### src/rtl/twi_pkg.sv
package twi_pkg;
   typedef enum logic [2:0] {
      ST_IDLE = 3'd0,
      ST_DEV  = 3'd1,
      ST_WADR = 3'd2,
      ST_WDAT = 3'd3,
      ST_RDAT = 3'd4
   } twi_state_t;

   localparam int unsigned BYTE_BITS = 8;
endpackage

### src/rtl/twi_line_sampler.sv
module twi_line_sampler #(
   parameter int unsigned SYNC_STAGES = 2
) (
   input  logic clk,
   input  logic rst_n,
   input  logic scl_i,
   input  logic sda_i,
   output logic scl_s,
   output logic sda_s,
   output logic scl_rise,
   output logic scl_fall,
   output logic start_p,
   output logic stop_p
);
   logic [SYNC_STAGES-1:0] scl_chain;
   logic [SYNC_STAGES-1:0] sda_chain;
   logic scl_prev, sda_prev;

   genvar gi;
   generate
      for (gi = 0; gi < SYNC_STAGES; gi++) begin : g_sync
         if (gi == 0) begin : g_first
            always_ff @(posedge clk or negedge rst_n) begin
               if (!rst_n) begin
                  scl_chain[0] <= 1'b1;
                  sda_chain[0] <= 1'b1;
               end else begin
                  scl_chain[0] <= scl_i;
                  sda_chain[0] <= sda_i;
               end
            end
         end else begin : g_next
            always_ff @(posedge clk or negedge rst_n) begin
               if (!rst_n) begin
                  scl_chain[gi] <= 1'b1;
                  sda_chain[gi] <= 1'b1;
               end else begin
                  scl_chain[gi] <= scl_chain[gi-1];
                  sda_chain[gi] <= sda_chain[gi-1];
               end
            end
         end
      end
   endgenerate

   always_ff @(posedge clk or negedge rst_n) begin
      if (!rst_n) begin
         scl_prev <= 1'b1;
         sda_prev <= 1'b1;
      end else begin
         scl_prev <= scl_s;
         sda_prev <= sda_s;
      end
   end

   assign scl_s    = scl_chain[SYNC_STAGES-1];
   assign sda_s    = sda_chain[SYNC_STAGES-1];
   assign scl_rise = scl_s & ~scl_prev;
   assign scl_fall = ~scl_s & scl_prev;
   assign start_p  = scl_s & scl_prev & sda_prev & ~sda_s;
   assign stop_p   = scl_s & scl_prev & ~sda_prev & sda_s;
endmodule

### src/rtl/twi_busy_timer.sv
module twi_busy_timer #(
   parameter int unsigned CYCLES = 250000
) (
   input  logic clk,
   input  logic rst_n,
   input  logic go,
   output logic busy
);
   localparam int unsigned CW = $clog2(CYCLES + 1);
   localparam logic [CW-1:0] LOAD = CW'(CYCLES);

   logic [CW-1:0] remain;

   always_ff @(posedge clk or negedge rst_n) begin
      if (!rst_n)             remain <= '0;
      else if (go)            remain <= LOAD;
      else if (remain != '0)  remain <= remain - 1'b1;
   end

   assign busy = (remain != '0);
endmodule

### src/rtl/twi_target_engine.sv
module twi_target_engine
   import twi_pkg::*;
#(
   parameter logic [3:0]  DEV_CODE    = 4'b1010,
   parameter int unsigned BUSY_CYCLES = 250000,
   parameter int unsigned SYNC_STAGES = 2
) (
   input  logic       clk,
   input  logic       rst_n,
   input  logic       scl_i,
   input  logic       sda_i,
   input  logic [2:0] strap_i,
   input  logic [7:0] rd_data_i,
   output logic       sda_oe_o,
   output logic       busy_o,
   output logic       dev_ev_o,
   output logic       dev_rnw_o,
   output logic       waddr_ev_o,
   output logic       wdata_ev_o,
   output logic [7:0] byte_o,
   output logic       rd_take_o
);
   localparam int unsigned   CNT_W    = $clog2(BYTE_BITS + 2);
   localparam logic [CNT_W-1:0] LAST_BIT = CNT_W'(BYTE_BITS);
   localparam logic [CNT_W-1:0] ACK_BIT  = CNT_W'(BYTE_BITS + 1);

   generate
      if (SYNC_STAGES < 2) begin : g_bad_sync
         $error("SYNC_STAGES must be at least 2");
      end
      if (BUSY_CYCLES < 1) begin : g_bad_busy
         $error("BUSY_CYCLES must be at least 1");
      end
   endgenerate

   logic scl_s, sda_s, scl_rise, scl_fall, start_p, stop_p;
   logic busy, wr_go;

   twi_line_sampler #(.SYNC_STAGES(SYNC_STAGES)) u_samp (
      .clk(clk), .rst_n(rst_n), .scl_i(scl_i), .sda_i(sda_i),
      .scl_s(scl_s), .sda_s(sda_s), .scl_rise(scl_rise), .scl_fall(scl_fall),
      .start_p(start_p), .stop_p(stop_p)
   );

   twi_busy_timer #(.CYCLES(BUSY_CYCLES)) u_busy (
      .clk(clk), .rst_n(rst_n), .go(wr_go), .busy(busy)
   );

   twi_state_t       st;
   logic [CNT_W-1:0] bitn;
   logic [7:0]       sh;
   logic             oe, rnw, mack, got_data;
   logic             dev_ev, waddr_ev, wdata_ev, rd_take;
   logic             dev_match;

   assign dev_match = (sh[7:4] == DEV_CODE) && (sh[3:1] == strap_i);
   assign wr_go     = stop_p & got_data;

   always_ff @(posedge clk or negedge rst_n) begin
      if (!rst_n) begin
         st <= ST_IDLE; bitn <= '0; sh <= '0; oe <= 1'b0;
         rnw <= 1'b0; mack <= 1'b0; got_data <= 1'b0;
         dev_ev <= 1'b0; waddr_ev <= 1'b0; wdata_ev <= 1'b0; rd_take <= 1'b0;
      end else begin
         dev_ev <= 1'b0; waddr_ev <= 1'b0; wdata_ev <= 1'b0; rd_take <= 1'b0;
         if (start_p) begin
            oe <= 1'b0; bitn <= '0; got_data <= 1'b0;
            st <= busy ? ST_IDLE : ST_DEV;
         end else if (stop_p) begin
            st <= ST_IDLE; oe <= 1'b0; got_data <= 1'b0;
         end else if (scl_rise) begin
            if (st != ST_IDLE) begin
               if (bitn < LAST_BIT) begin
                  bitn <= bitn + 1'b1;
                  if (st != ST_RDAT) sh <= {sh[6:0], sda_s};
               end else if (bitn == LAST_BIT) begin
                  bitn <= ACK_BIT;
                  mack <= ~sda_s;
               end
            end
         end else if (scl_fall) begin
            if (bitn == LAST_BIT) begin
               unique case (st)
                  ST_DEV: begin
                     if (dev_match) begin
                        oe <= 1'b1; rnw <= sh[0]; dev_ev <= 1'b1;
                     end else begin
                        st <= ST_IDLE;
                     end
                  end
                  ST_WADR: begin oe <= 1'b1; waddr_ev <= 1'b1; end
                  ST_WDAT: begin oe <= 1'b1; wdata_ev <= 1'b1; got_data <= 1'b1; end
                  ST_RDAT: oe <= 1'b0;
                  default: ;
               endcase
            end else if (bitn == ACK_BIT) begin
               bitn <= '0;
               unique case (st)
                  ST_DEV: begin
                     if (rnw) begin
                        st <= ST_RDAT; sh <= rd_data_i; oe <= ~rd_data_i[7]; rd_take <= 1'b1;
                     end else begin
                        st <= ST_WADR; oe <= 1'b0;
                     end
                  end
                  ST_WADR: begin st <= ST_WDAT; oe <= 1'b0; end
                  ST_WDAT: oe <= 1'b0;
                  ST_RDAT: begin
                     if (mack) begin
                        sh <= rd_data_i; oe <= ~rd_data_i[7]; rd_take <= 1'b1;
                     end else begin
                        st <= ST_IDLE; oe <= 1'b0;
                     end
                  end
                  default: ;
               endcase
            end else if (st == ST_RDAT && bitn != '0) begin
               sh <= {sh[6:0], 1'b0};
               oe <= ~sh[6];
            end
         end
      end
   end

   assign sda_oe_o   = oe;
   assign busy_o     = busy;
   assign dev_ev_o   = dev_ev;
   assign dev_rnw_o  = rnw;
   assign waddr_ev_o = waddr_ev;
   assign wdata_ev_o = wdata_ev;
   assign byte_o     = sh;
   assign rd_take_o  = rd_take;
endmodule

### config.mk
export PLATFORM = sky130hd
export DESIGN_NAME = twi_target_engine
export DESIGN_NICKNAME = d
export VERILOG_FILES = /design/src/rtl/twi_pkg.sv /design/src/rtl/twi_line_sampler.sv /design/src/rtl/twi_busy_timer.sv /design/src/rtl/twi_target_engine.sv
export SDC_FILE = /design/constraint.sdc
export NUM_CORES = 1
export LEC_CHECK = 0
export BUFFER_PORTS_ARGS = -buffer_cell sky130_fd_sc_hd__buf_2
export CORE_MARGIN = 2
export CORE_UTILIZATION = 40
export DETAILED_ROUTE_END_ITERATION = 8
export PLACE_DENSITY = 0.6
export SYNTH_ARGS = -nofsm -noshare
export SYNTH_HDL_FRONTEND = slang
export SYNTH_HIERARCHICAL = 1
export SYNTH_SLANG_ARGS = --single-unit
### constraint.sdc
create_clock -name clk -period 4.4 [get_ports clk]
set_clock_uncertainty 0.15 [all_clocks]
set_input_delay 0 -clock clk [delete_from_list [all_inputs] [get_ports clk]]
set_output_delay 0 -clock clk [all_outputs]
set_load 0.05 [all_outputs]
==> results of run 1 <==
metal layers:
layer  vias up  GRT usage [%]
li1       1089              -
met1      1075           24.5
met2        38           26.4
met3         7           2.94
met4         0           6.25
met5         -              0
repair_timing:
| action | in CTS | in global routing |
|---|---|---|
| gates resized for setup | 0 | 0 |
| setup buffers | 0 | 0 |
| hold endpoints to repair | 51 | 0 |
| hold buffers | 12 | 0 |
critical path, stage by stage (launching register included):
cell and delay (ps):
dfstp_2 560, nor2b_1 430, inv_1 220, nor4_1 460, nor3_1 140, o311ai_4 160
mux2_2 390
sequential cells by signal, summed over array words and instances, names as in the netlist:
name and count:
u_busy/remain 18, byte_o 8, bitn 4, st 3, dev_ev_o 1, dev_rnw_o 1
got_data 1, mack 1, rd_take_o 1, sda_oe_o 1, u_samp/scl_chain 1, u_samp/scl_prev 1
u_samp/scl_s 1, u_samp/sda_chain 1, u_samp/sda_prev 1, u_samp/sda_s 1, waddr_ev_o 1, wdata_ev_o 1
path summary, 6_finish.rpt:
check | end | start | cells past startpoint | slack [ps]
hold / removal | byte_o[0] | rd_data_i[0] | 4 | -8
setup / recovery | byte_o[4] | u_samp/scl_s | 6 | 1780
hold reg to reg | u_samp/sda_s | u_samp/sda_chain[0] | 0 | 210
max in group asynchronous | byte_o[6] | rst_n | 2 | 3190
min in group asynchronous | waddr_ev_o | rst_n | 2 | 270
setup reg to reg | byte_o[4] | u_samp/scl_s | 6 | 1780
power by group through the flow:
stage                     clock [mW]  sequential (mW)  combinational (mW)
after floorplan                    0            0.751               0.419
after global routing           0.325            0.712               0.675
after CTS                      0.300            0.689               0.611
after global placement             0            0.694               0.589
after detailed placement           0            0.695               0.603
final                          0.290            0.691               0.610
per-stage QoR:
step | util [%] | hold WS [ps] | total power [mW] | cells
final | 47.2 | -7.53 | 1.59 | 389
after global placement | 43.9 | -43.7 | 1.28 | 369
after global routing | 47.2 | 60.0 | 1.71 | 389
after floorplan | - | -446 | 1.17 | 271
after CTS | 47.2 | 0.664 | 1.60 | 389
after detailed placement | 43.9 | -43.8 | 1.30 | 369
kinds of logic (layout without fill, tap and decap cells):
kind of cell | after synthesis | in the layout | synth area share (%)
AND/OR/NAND/NOR | 111 | 111 | 26.0
AO/OA/AOI/OAI | 60 | 60 | 14.9
flip-flops | 47 | 47 | 42.9
multiplexers | 24 | 24 | 9.66
buffers and inverters | 21 | 59 | 3.45
adder cells (fa/ha/maj) | 4 | 4 | 1.81
XOR/XNOR | 4 | 4 | 1.27
layout make-up:
type                    count  area [sq um]  share of cell area (%)
clock inverters             1          7.51                   0.237
clock buffers               7          96.3                    3.04
repair buffers             41           265                    8.36
flip-flops and latches     47          1180                    37.3
inverters                  10          37.5                    1.18
well taps                  80           100                    3.16
multi-input cells         203          1480                    46.7
placed cells by master, fill, tap and decap left out, types with 7 or more instances in the layout:
cell type / synthesis / routed
o21ai_0: 17 / 17
a21oi_1: 13 / 13
buf_2: 6 / 29
clkbuf_8: 0 / 7
mux2_2: 19 / 19
nand3b_1: 7 / 7
dlygate4sd3_1: 0 / 12
nor3_1: 11 / 11
nor2_1: 14 / 14
inv_1: 10 / 10
nor2b_1: 8 / 8
dfrtp_1: 41 / 41
nand2_1: 14 / 14
nand3_1: 7 / 7
==> reports/results.txt, run 1 <==
RSZ-0062 raised after global routing -> false
CP Capture Type -> flip-flop
Crit path max fanout -> 8
Place WS -> 1820 ps
Synth cell count leaders -> dfrtp_1, mux2_2, o21ai_0
First-pass GRT wire length -> 10400 um
Yosys Warn Count -> 6
CTS root buf -> clkbuf_8
Net Sw Power -> 642 uW
Fin Hold WS -> -7.53 ps
Post-synth EDFFs -> 0
Initial core utilization -> 41.1%
Clock share of power -> 18.2%
Pleak -> 1.38 nW
Status -> complete, but fails checks
Yosys top cell area share -> 37.2%
Final HPWL DP -> 4230 um
Syn_area_per_cell -> 10.2 sq um
Fin crit period -> 2620 ps
Initial antenna violation count -> 0
Hold crit path type -> input port to flip-flop
Sw Share -> 40.3%
DR pass1 iterations -> 4
Slew headroom -> 30.9%
Worst-path clk slew -> 90 ps
Synthesis-to-finish area growth -> 14.9%
CTS tree -> done
Die ar. -> 7580 sq um
Met3 WL post-DR -> 211 um
Worst slew pin tran -> 1040 ps
Vias per inst -> 5.68
Fin Setup TNS -> 0 ps
Largest area contributor in the netlist -> dfrtp_1
Nets -> 327
Remaining antenna violation count -> 0
Die width -> 87.1 um
#FFs+latches synth -> 47
Proportion of power drawn by combinational gates -> 38.3%
Net Count, Synth -> 290
Critical Path Start Type -> flip-flop
Deepest clock path buffer count -> 2
Layout fillers -> 621
Async SR Flop Fraction -> 100%
Die H -> 87.1 um
Largest net degree at the start of global routing -> 48
Gr usage total -> 17.3%
Crit share post-route -> 59.6%
Count leader, synth -> dfrtp_1
Max-cap violation count -> 0
Vias in the first global route -> 2167
Num ports -> 30
Share of power burned in registers -> 43.4%
Data required, critical path -> 4440 ps
Gpl congestion -> 0.859
Routed via count -> 2209
Crit path arrival time -> 2660 ps
Wire length on met2 -> 2830 um
Peak supply drop -> 249 uV
Row count -> 30
Avg WL per Cell -> 15.9 um
Synth unique cells -> 64
Worst skew pair latency -> 300 ps
Sequential area share after synthesis -> 42.9%
Main flop type after synthesis -> dfrtp_1
CTS buffer count -> 5
Fraction of layout cells with a size suffix above 1 -> 26.5%
Remaining DRCs -> 0
Fmax -> 382 MHz
Final WL -> 6180 um
H-tree levels -> 2
Post-DP Area -> 2950 sq um
Setup slack after layout -> 1780 ps
GRT Residual Overflow -> 0
Met1 WL -> 3060 um
Final Max Tran Viols -> 0
Power per cell area -> 502 nW/um^2
Failing checks -> hold timing
Final setup vio count -> 0
Synth Instances -> 271
Starting DRC count in detailed routing -> 145
Top sig layer -> met4
Design area -> 3170 sq um
Ant. Diodes -> 0
Post-synthesis cell area -> 2760 sq um
Clock sink total -> 47
Synth top area cells -> dfrtp_1, mux2_2, dfstp_2
Setup CP Type -> flip-flop to flip-flop
Fin. Hold Viols -> 1
Port Buffers -> 29
Core Area -> 6720 sq um
Pint -> 949 uW
Note: power is estimated with default switching activity, not from simulation.
==> run 2: changes to the inputs <==
--- a/config.mk
+++ b/config.mk
@@ -9,7 +9,7 @@
 export CORE_MARGIN = 2
 export CORE_UTILIZATION = 40
 export DETAILED_ROUTE_END_ITERATION = 8
-export PLACE_DENSITY = 0.6
+export PLACE_DENSITY = 0.62
 export SYNTH_ARGS = -nofsm -noshare
 export SYNTH_HDL_FRONTEND = slang
 export SYNTH_HIERARCHICAL = 1
==> constraint.sdc (replaced) <==
create_clock -name clk -period 2.1 [get_ports clk]
set_clock_uncertainty 0.15 [all_clocks]
set_input_delay 0 -clock clk [delete_from_list [all_inputs] [get_ports clk]]
set_output_delay 0 -clock clk [all_outputs]
set_load 0.05 [all_outputs]
==> reports/results.txt, run 2 (synthesis gave the netlist of run 1 again) <==
Status -> complete, but fails checks
Failing checks -> setup timing
Deepest clock path buffer count -> 2 (unchanged)
Remaining antenna violation count -> 0 (unchanged)
CTS root buf -> clkbuf_8
Power per cell area -> 1010 nW/um^2 (+100%)
Data required, critical path -> 1950 ps (-2490 ps)
Worst slew pin tran -> 520 ps (-517 ps)
Place WS -> -92.0 ps (-1910 ps)
Ant. Diodes -> 0 (unchanged)
Crit path max fanout -> 3 (-5)
Fmax -> 446 MHz
Routed via count -> 2559 (+16%)
Peak supply drop -> 700 uV (+180%)
Initial core utilization -> 41.1% (unchanged)
Slowest-stage cell, CP -> or4_4
Crit path arrival time -> 2090 ps (-570 ps)
Worst Setup EP -> busy_o
H-tree levels -> 2 (unchanged)
Largest net degree at the start of global routing -> 27 (-44%)
Crit path top cell by count -> or4_4
Vias in the first global route -> 2396 (+11%)
Setup slack, reg-to-reg -> -140 ps (-1920 ps)
Proportion of power drawn by combinational gates -> 50.4% (+12 points)
Setup slack after layout -> -142 ps (-1920 ps)
Die ar. -> 7580 sq um (unchanged)
Fin crit period -> 2240 ps
Starting DRC count in detailed routing -> 127 (-12%)
R2r startpoint -> u_busy/remain[14]
Nets -> 394 (+20%)
Slew headroom -> 65.3% (+34 points)
Crit share post-route -> 107%
Fraction of layout cells with a size suffix above 1 -> 51.1% (+25 points)
Die H -> 87.1 um (unchanged)
Num ports -> 30 (unchanged)
Max-cap violation count -> 0 (unchanged)
Slowest cell delay on critical path -> 530 ps (-30 ps)
Register with the most flip-flops -> u_busy/remain
Fin Hold WS -> 35.0 ps (+42.5 ps)
Setup CP Type -> flip-flop to output port
Gr usage total -> 19.1% (+1.9 points)
Crit-path leading delay family -> simple AND/OR/NAND/NOR gates
Fin. Hold Viols -> 0 (-1)
Reg-to-reg endpoint -> u_busy/remain[13]
Pint -> 2.43 mW (+160%)
Fin Setup TNS -> -700 ps (-700 ps)
Clock share of power -> 14.5% (-3.7 points)
Row count -> 30 (unchanged)
Worst-path cell chain -> or4_4, or4_4, nor2_4, inv_2, buf_6
Share of power burned in registers -> 35.2% (-8.2 points)
CP Capture Type -> output port
Number of flip-flops in the largest register -> 18 (unchanged)
Avg WL per Cell -> 16.5 um (+3.8%)
Core Area -> 6720 sq um (unchanged)
Final setup vio count -> 13 (+13)
Utilization after layout -> 59.2% (+12 points)
CTS buffer count -> 5 (unchanged)
Commonest non-fill, non-tap cell in the layout -> buf_4
Hold crit path type -> input port to async pin
DR pass1 iterations -> 4 (unchanged)
GRT Residual Overflow -> 0 (unchanged)
Worst-path clk slew -> 100 ps (about the same)
Initial antenna violation count -> 0 (unchanged)
Synthesis-to-finish area growth -> 44.2%
Clock sink total -> 47 (unchanged)
Final HPWL DP -> 4960 um (+17%)
Port Buffers -> 29 (unchanged)
Remaining DRCs -> 0 (unchanged)
Crit path from -> u_busy/remain[14]
Layout fillers -> 550 (-11%)
Die width -> 87.1 um (unchanged)
CTS tree -> done
Most frequent cells in the layout -> buf_4, dfrtp_1, buf_2, nor2_1
Net Sw Power -> 1.59 mW (+150%)
Gpl congestion -> 0.899 (+4.7%)
Final WL -> 7520 um (+22%)
Final Max Tran Viols -> 0 (unchanged)
Worst skew pair latency -> 310 ps (about the same)
Pleak -> 1.82 nW (+33%)
Sw Share -> 39.6% (-0.71 points)
RSZ-0062 raised after global routing -> true
Critical Path Start Type -> flip-flop
Design Power -> 4.02 mW (+150%)
CP Buf/Inv Count -> 2 (+1)
Reg2Reg Depth -> 5 (-1)
Vias per inst -> 5.61 (-1.2%)
Stages on worst setup path -> 5 (-1)
First-pass GRT wire length -> 11500 um (+11%)
==> run 2: cell types whose count changed in the layout (fill, tap and decap cells not counted), sizes merged <==
cell,previous run,this run
buf,29,97
clkbuf,7,5
inv,10,12
clkinv,0,1
clkinvlp,1,0
dlygate4sd3,12,11
==> run 2: power by group through the flow <==
stage	Sequential, mW	Combinational, mW	Clock [mW]
after CTS	1.40	1.76	0.606
after detailed placement	1.41	1.62	0
after global routing	1.46	2.19	0.634
after global placement	1.40	1.59	0
after floorplan	1.58	0.895	0
final	1.42	2.03	0.582
==> run 2: worst min path at each step <==
stage               start               end  slack (ps)  depth (start not counted)
floorplan           rst_n           bitn[0]        -450                          0
global placement    rst_n  u_busy/remain[1]        -140                          1
detailed placement  rst_n  u_busy/remain[1]        -140                          1
CTS                 rst_n  u_busy/remain[1]          60                          2
global route        rst_n  u_busy/remain[8]          90                          2
finish              rst_n  u_busy/remain[3]          30                          2
==> run 2: metal layers <==
metal  vias to the layer above  wire length [um]  track usage, %
li1                       1229                 -               -
met1                      1240              3370            26.7
met2                        68              3630            29.5
met3                        22               290            3.41
met4                         0               233            7.24
met5                         -                 0               0
==> run 2: repair_timing <==
item | in CTS | in global routing
hold endpoints to repair | 52 | 0
pin swaps | 6 | 23
resized for setup | 22 | 51
buffers inserted | 6 | 9
endpoints found under the setup margin | 15 | 32
hold buffers | 11 | 0
==> run 2: worst reg2reg max path: cells and delay by family (launching register included) <==
kind	cells	cell delay (ps)
DFF	1	400
muxes	1	310
AOI/OAI and AO/OA	1	140
and+or+nand+nor	2	1000
buffers and inverters	1	150
==> run 2: area by class of cell <==
type	count	area, sq um	area share [%]
Timing Repair Buffer	108	827	20.8
Tap cell	80	100	2.52
Multi-Input combinational cell	203	1740	43.7
Inverter	10	37.5	0.943
Clock buffer	5	68.8	1.73
Sequential cell	47	1180	29.7
Clock inverter	3	22.5	0.566
==> run 2: stage by stage <==
stage          cells  area (sq um)
2_1_floorplan    271          2800
4_1_cts          447          3730
3_5_place_dp     422          3410
3_3_place_gp     422          3410
6_report         456          3980
5_1_grt          456          3980
==> run 3: changes to the inputs <==
--- a/config.mk
+++ b/config.mk
@@ -7,10 +7,9 @@
 export LEC_CHECK = 0
 export BUFFER_PORTS_ARGS = -buffer_cell sky130_fd_sc_hd__buf_2
 export CORE_MARGIN = 2
-export CORE_UTILIZATION = 40
+export CORE_UTILIZATION = 50
 export DETAILED_ROUTE_END_ITERATION = 8
-export PLACE_DENSITY = 0.62
+export PLACE_DENSITY = 0.75
 export SYNTH_ARGS = -nofsm -noshare
 export SYNTH_HDL_FRONTEND = slang
-export SYNTH_HIERARCHICAL = 1
 export SYNTH_SLANG_ARGS = --single-unit
==> reports/results.txt, run 3 <==
Gr usage total -> 23.6% (+4.5 points)
GRT Residual Overflow -> 0 (unchanged)
Final WL -> 6980 um (-7.2%)
Final setup vio count -> 18 (+5)
Worst skew pair latency -> 300 ps (about the same)
CTS buffer count -> 5 (unchanged)
Post-synthesis cell area -> 2650 sq um (-4.1%)
Avg WL per Cell -> 16.1 um (-2.5%)
#FFs+latches synth -> 47 (unchanged)
H-tree levels -> 2 (unchanged)
Most frequent cells in the layout -> buf_4, dfrtp_1, buf_2, nor2_1, nand2_1
Net Count, Synth -> 291 (+0.34%)
Routed via count -> 2499 (-2.3%)
Slew headroom -> 64.7% (-0.68 points)
Register with the most flip-flops -> u_busy.remain
Die width -> 76.8 um (-12%)
Post-DP Area -> 3280 sq um (-3.9%)
RSZ-0062 raised after global routing -> true
Ant. Diodes -> 0 (unchanged)
Syn_area_per_cell -> 9.84 sq um (-3.4%)
Largest area contributor in the netlist -> dfrtp_1
Design area -> 3650 sq um (-8.3%)
Die ar. -> 5890 sq um (-22%)
Number of flip-flops in the largest register -> 18 (unchanged)
Hold crit path type -> input port to async pin
Crit path arrival time -> 2300 ps (+210 ps)
Synthesis-to-finish area growth -> 37.8%
Crit share post-route -> 108% (+0.79 points)
Vias per inst -> 5.76 (+2.6%)
Post-route insts no fill -> 434 (-4.8%)
Failing checks -> setup timing
Clock sink total -> 47 (unchanged)
Remaining DRCs -> 0 (unchanged)
Core Area -> 5110 sq um (-24%)
Initial core utilization -> 51.8% (+11 points)
First-pass GRT wire length -> 11200 um (-2.8%)
Fraction of layout cells with a size suffix above 1 -> 38.7% (-12 points)
Post-synth EDFFs -> 0 (unchanged)
Synth Instances -> 269 (-0.74%)
Critical Path Start Type -> flip-flop
Placed cells -> 408 (-3.3%)
Fmax -> 443 MHz (-0.73%)
Setup CP Type -> flip-flop to flip-flop
Async SR Flop Fraction -> 100% (unchanged)
Worst-path clk slew -> 90 ps (about the same)
Vias in the first global route -> 2517 (+5.1%)
Setup slack after layout -> -159 ps (-16.5 ps)
Data required, critical path -> 2140 ps (+190 ps)
DR pass1 iterations -> 4 (unchanged)
Final Max Tran Viols -> 0 (unchanged)
CTS root buf -> clkbuf_8
Pleak -> 1.74 nW (-4.6%)
Commonest non-fill, non-tap cell in the layout -> buf_4
Max-cap violation count -> 0 (unchanged)
Synth top area cells -> dfrtp_1, dfstp_2, mux2_2
Starting DRC count in detailed routing -> 182 (+43%)
Final HPWL DP -> 4740 um (-4.4%)
Initial antenna violation count -> 0 (unchanged)
Yosys Warn Count -> 0 (-6)
Status -> complete, but fails checks
Remaining antenna violation count -> 0 (unchanged)
Fin Hold WS -> 42.6 ps (+7.61 ps)
Nets -> 385 (-2.3%)
Fin crit period -> 2260 ps (+16.5 ps)
Fin. Hold Viols -> 0 (unchanged)
Yosys top cell area share -> 38.8% (+1.6 points)
Die H -> 76.8 um (-12%)
Layout fillers -> 349 (-37%)
Largest net degree at the start of global routing -> 48 (+78%)
Count leader, synth -> dfrtp_1
Port Buffers -> 29 (unchanged)
Peak supply drop -> 788 uV (+13%)
CTS tree -> done
Crit path max fanout -> 3 (unchanged)
Row count -> 26 (-13%)
Synth cell count leaders -> dfrtp_1, nor2_1, nand2_1
CP Capture Type -> flip-flop
Worst slew pin tran -> 523 ps (+3.34 ps)
Main flop type after synthesis -> dfrtp_1
Num ports -> 30 (unchanged)
Synth unique cells -> 59 (-7.8%)
Power per cell area -> 1040 nW/um^2 (+2.3%)
Gpl congestion -> 0.924 (+2.7%)
Deepest clock path buffer count -> 2 (unchanged)
Sequential area share after synthesis -> 44.7% (+1.8 points)
[run 3: worst paths after layout]
path / cells past startpoint / slack [ps] / endpoint / from
max in group asynchronous: 3 / 1460 / u_samp.sda_prev / rst_n
hold / removal: 3 / 40 / u_busy.remain[15] / rst_n
setup reg to reg: 7 / -160 / st[0] / bitn[1]
setup / recovery: 7 / -160 / st[0] / bitn[1]
min in group clk: 4 / 150 / dev_ev_o / strap_i[1]
hold reg to reg: 0 / 210 / u_samp.scl_s / u_samp.scl_chain[0]
[run 3: routing by layer]
| metal | GRT usage (%) | vias to the layer above | share of wire [%] |
|---|---|---|---|
| met5 | 0 | - | 0 |
| met1 | 27.0 | 1218 | 42 |
| met3 | 4.35 | 25 | 4.0 |
| li1 | - | 1176 | - |
| met2 | 41.7 | 80 | 51 |
| met4 | 12.5 | 0 | 3.1 |
[run 3: cell type report]
cell class	instances	area [sq um]	share of cell area, %
Sequential cell	47	1180	32.4
Tap cell	70	87.6	2.40
Multi-Input combinational cell	200	1500	41.2
Timing Repair Buffer	98	733	20.1
Inverter	11	41.3	1.13
Clock buffer	8	100	2.74
[run 3: cell families after synthesis]
logic type	Yosys count	synth area share [%]
adder cells (fa/ha/maj)	7	3.31
multiplexers	16	6.71
AND/OR/NAND/NOR	103	21.5
buffers and inverters	22	3.31
flip-flops	47	44.7
AO/OA/AOI/OAI	57	14.8
XOR/XNOR	17	5.62
[run 3: report_power, final]
group / internal, mW / switching [mW] / leakage, nW
sequential: 1.16 / 0.258 / 0.602
combinational: 0.819 / 0.947 / 1.09
clock: 0.301 / 0.296 / 0.0515
[run 3: critical path: stages, from the launching register on]
cell and delay [ps]:
dfrtp_1 380, inv_2 60, ha_4 160, or4bb_1 510, a21o_1 190, a221o_1 330, nand2_1 90, mux2_4 290
[run 3: what timing repair did]
| action | 4_1_cts | 5_1_grt |
|---|---|---|
| buffers inserted | 3 | 4 |
| pin swaps | 5 | 7 |
| setup endpoints to repair | 17 | 34 |
| endpoints found under the hold margin | 58 | 0 |
| resized for setup | 12 | 20 |
| hold buffers | 11 | 0 |
[run 3: through the flow]
stage	setup slack (ps)	util, %	TNS, ps	power (mW)
after floorplan	-229	-	-324	2.36
final	-159	71.4	-1200	3.78
after global placement	-138	64.1	-607	2.88
after global routing	-242	71.4	-2950	3.99
after detailed placement	-190	64.1	-1010	2.95
after CTS	-138	69.4	-758	3.60
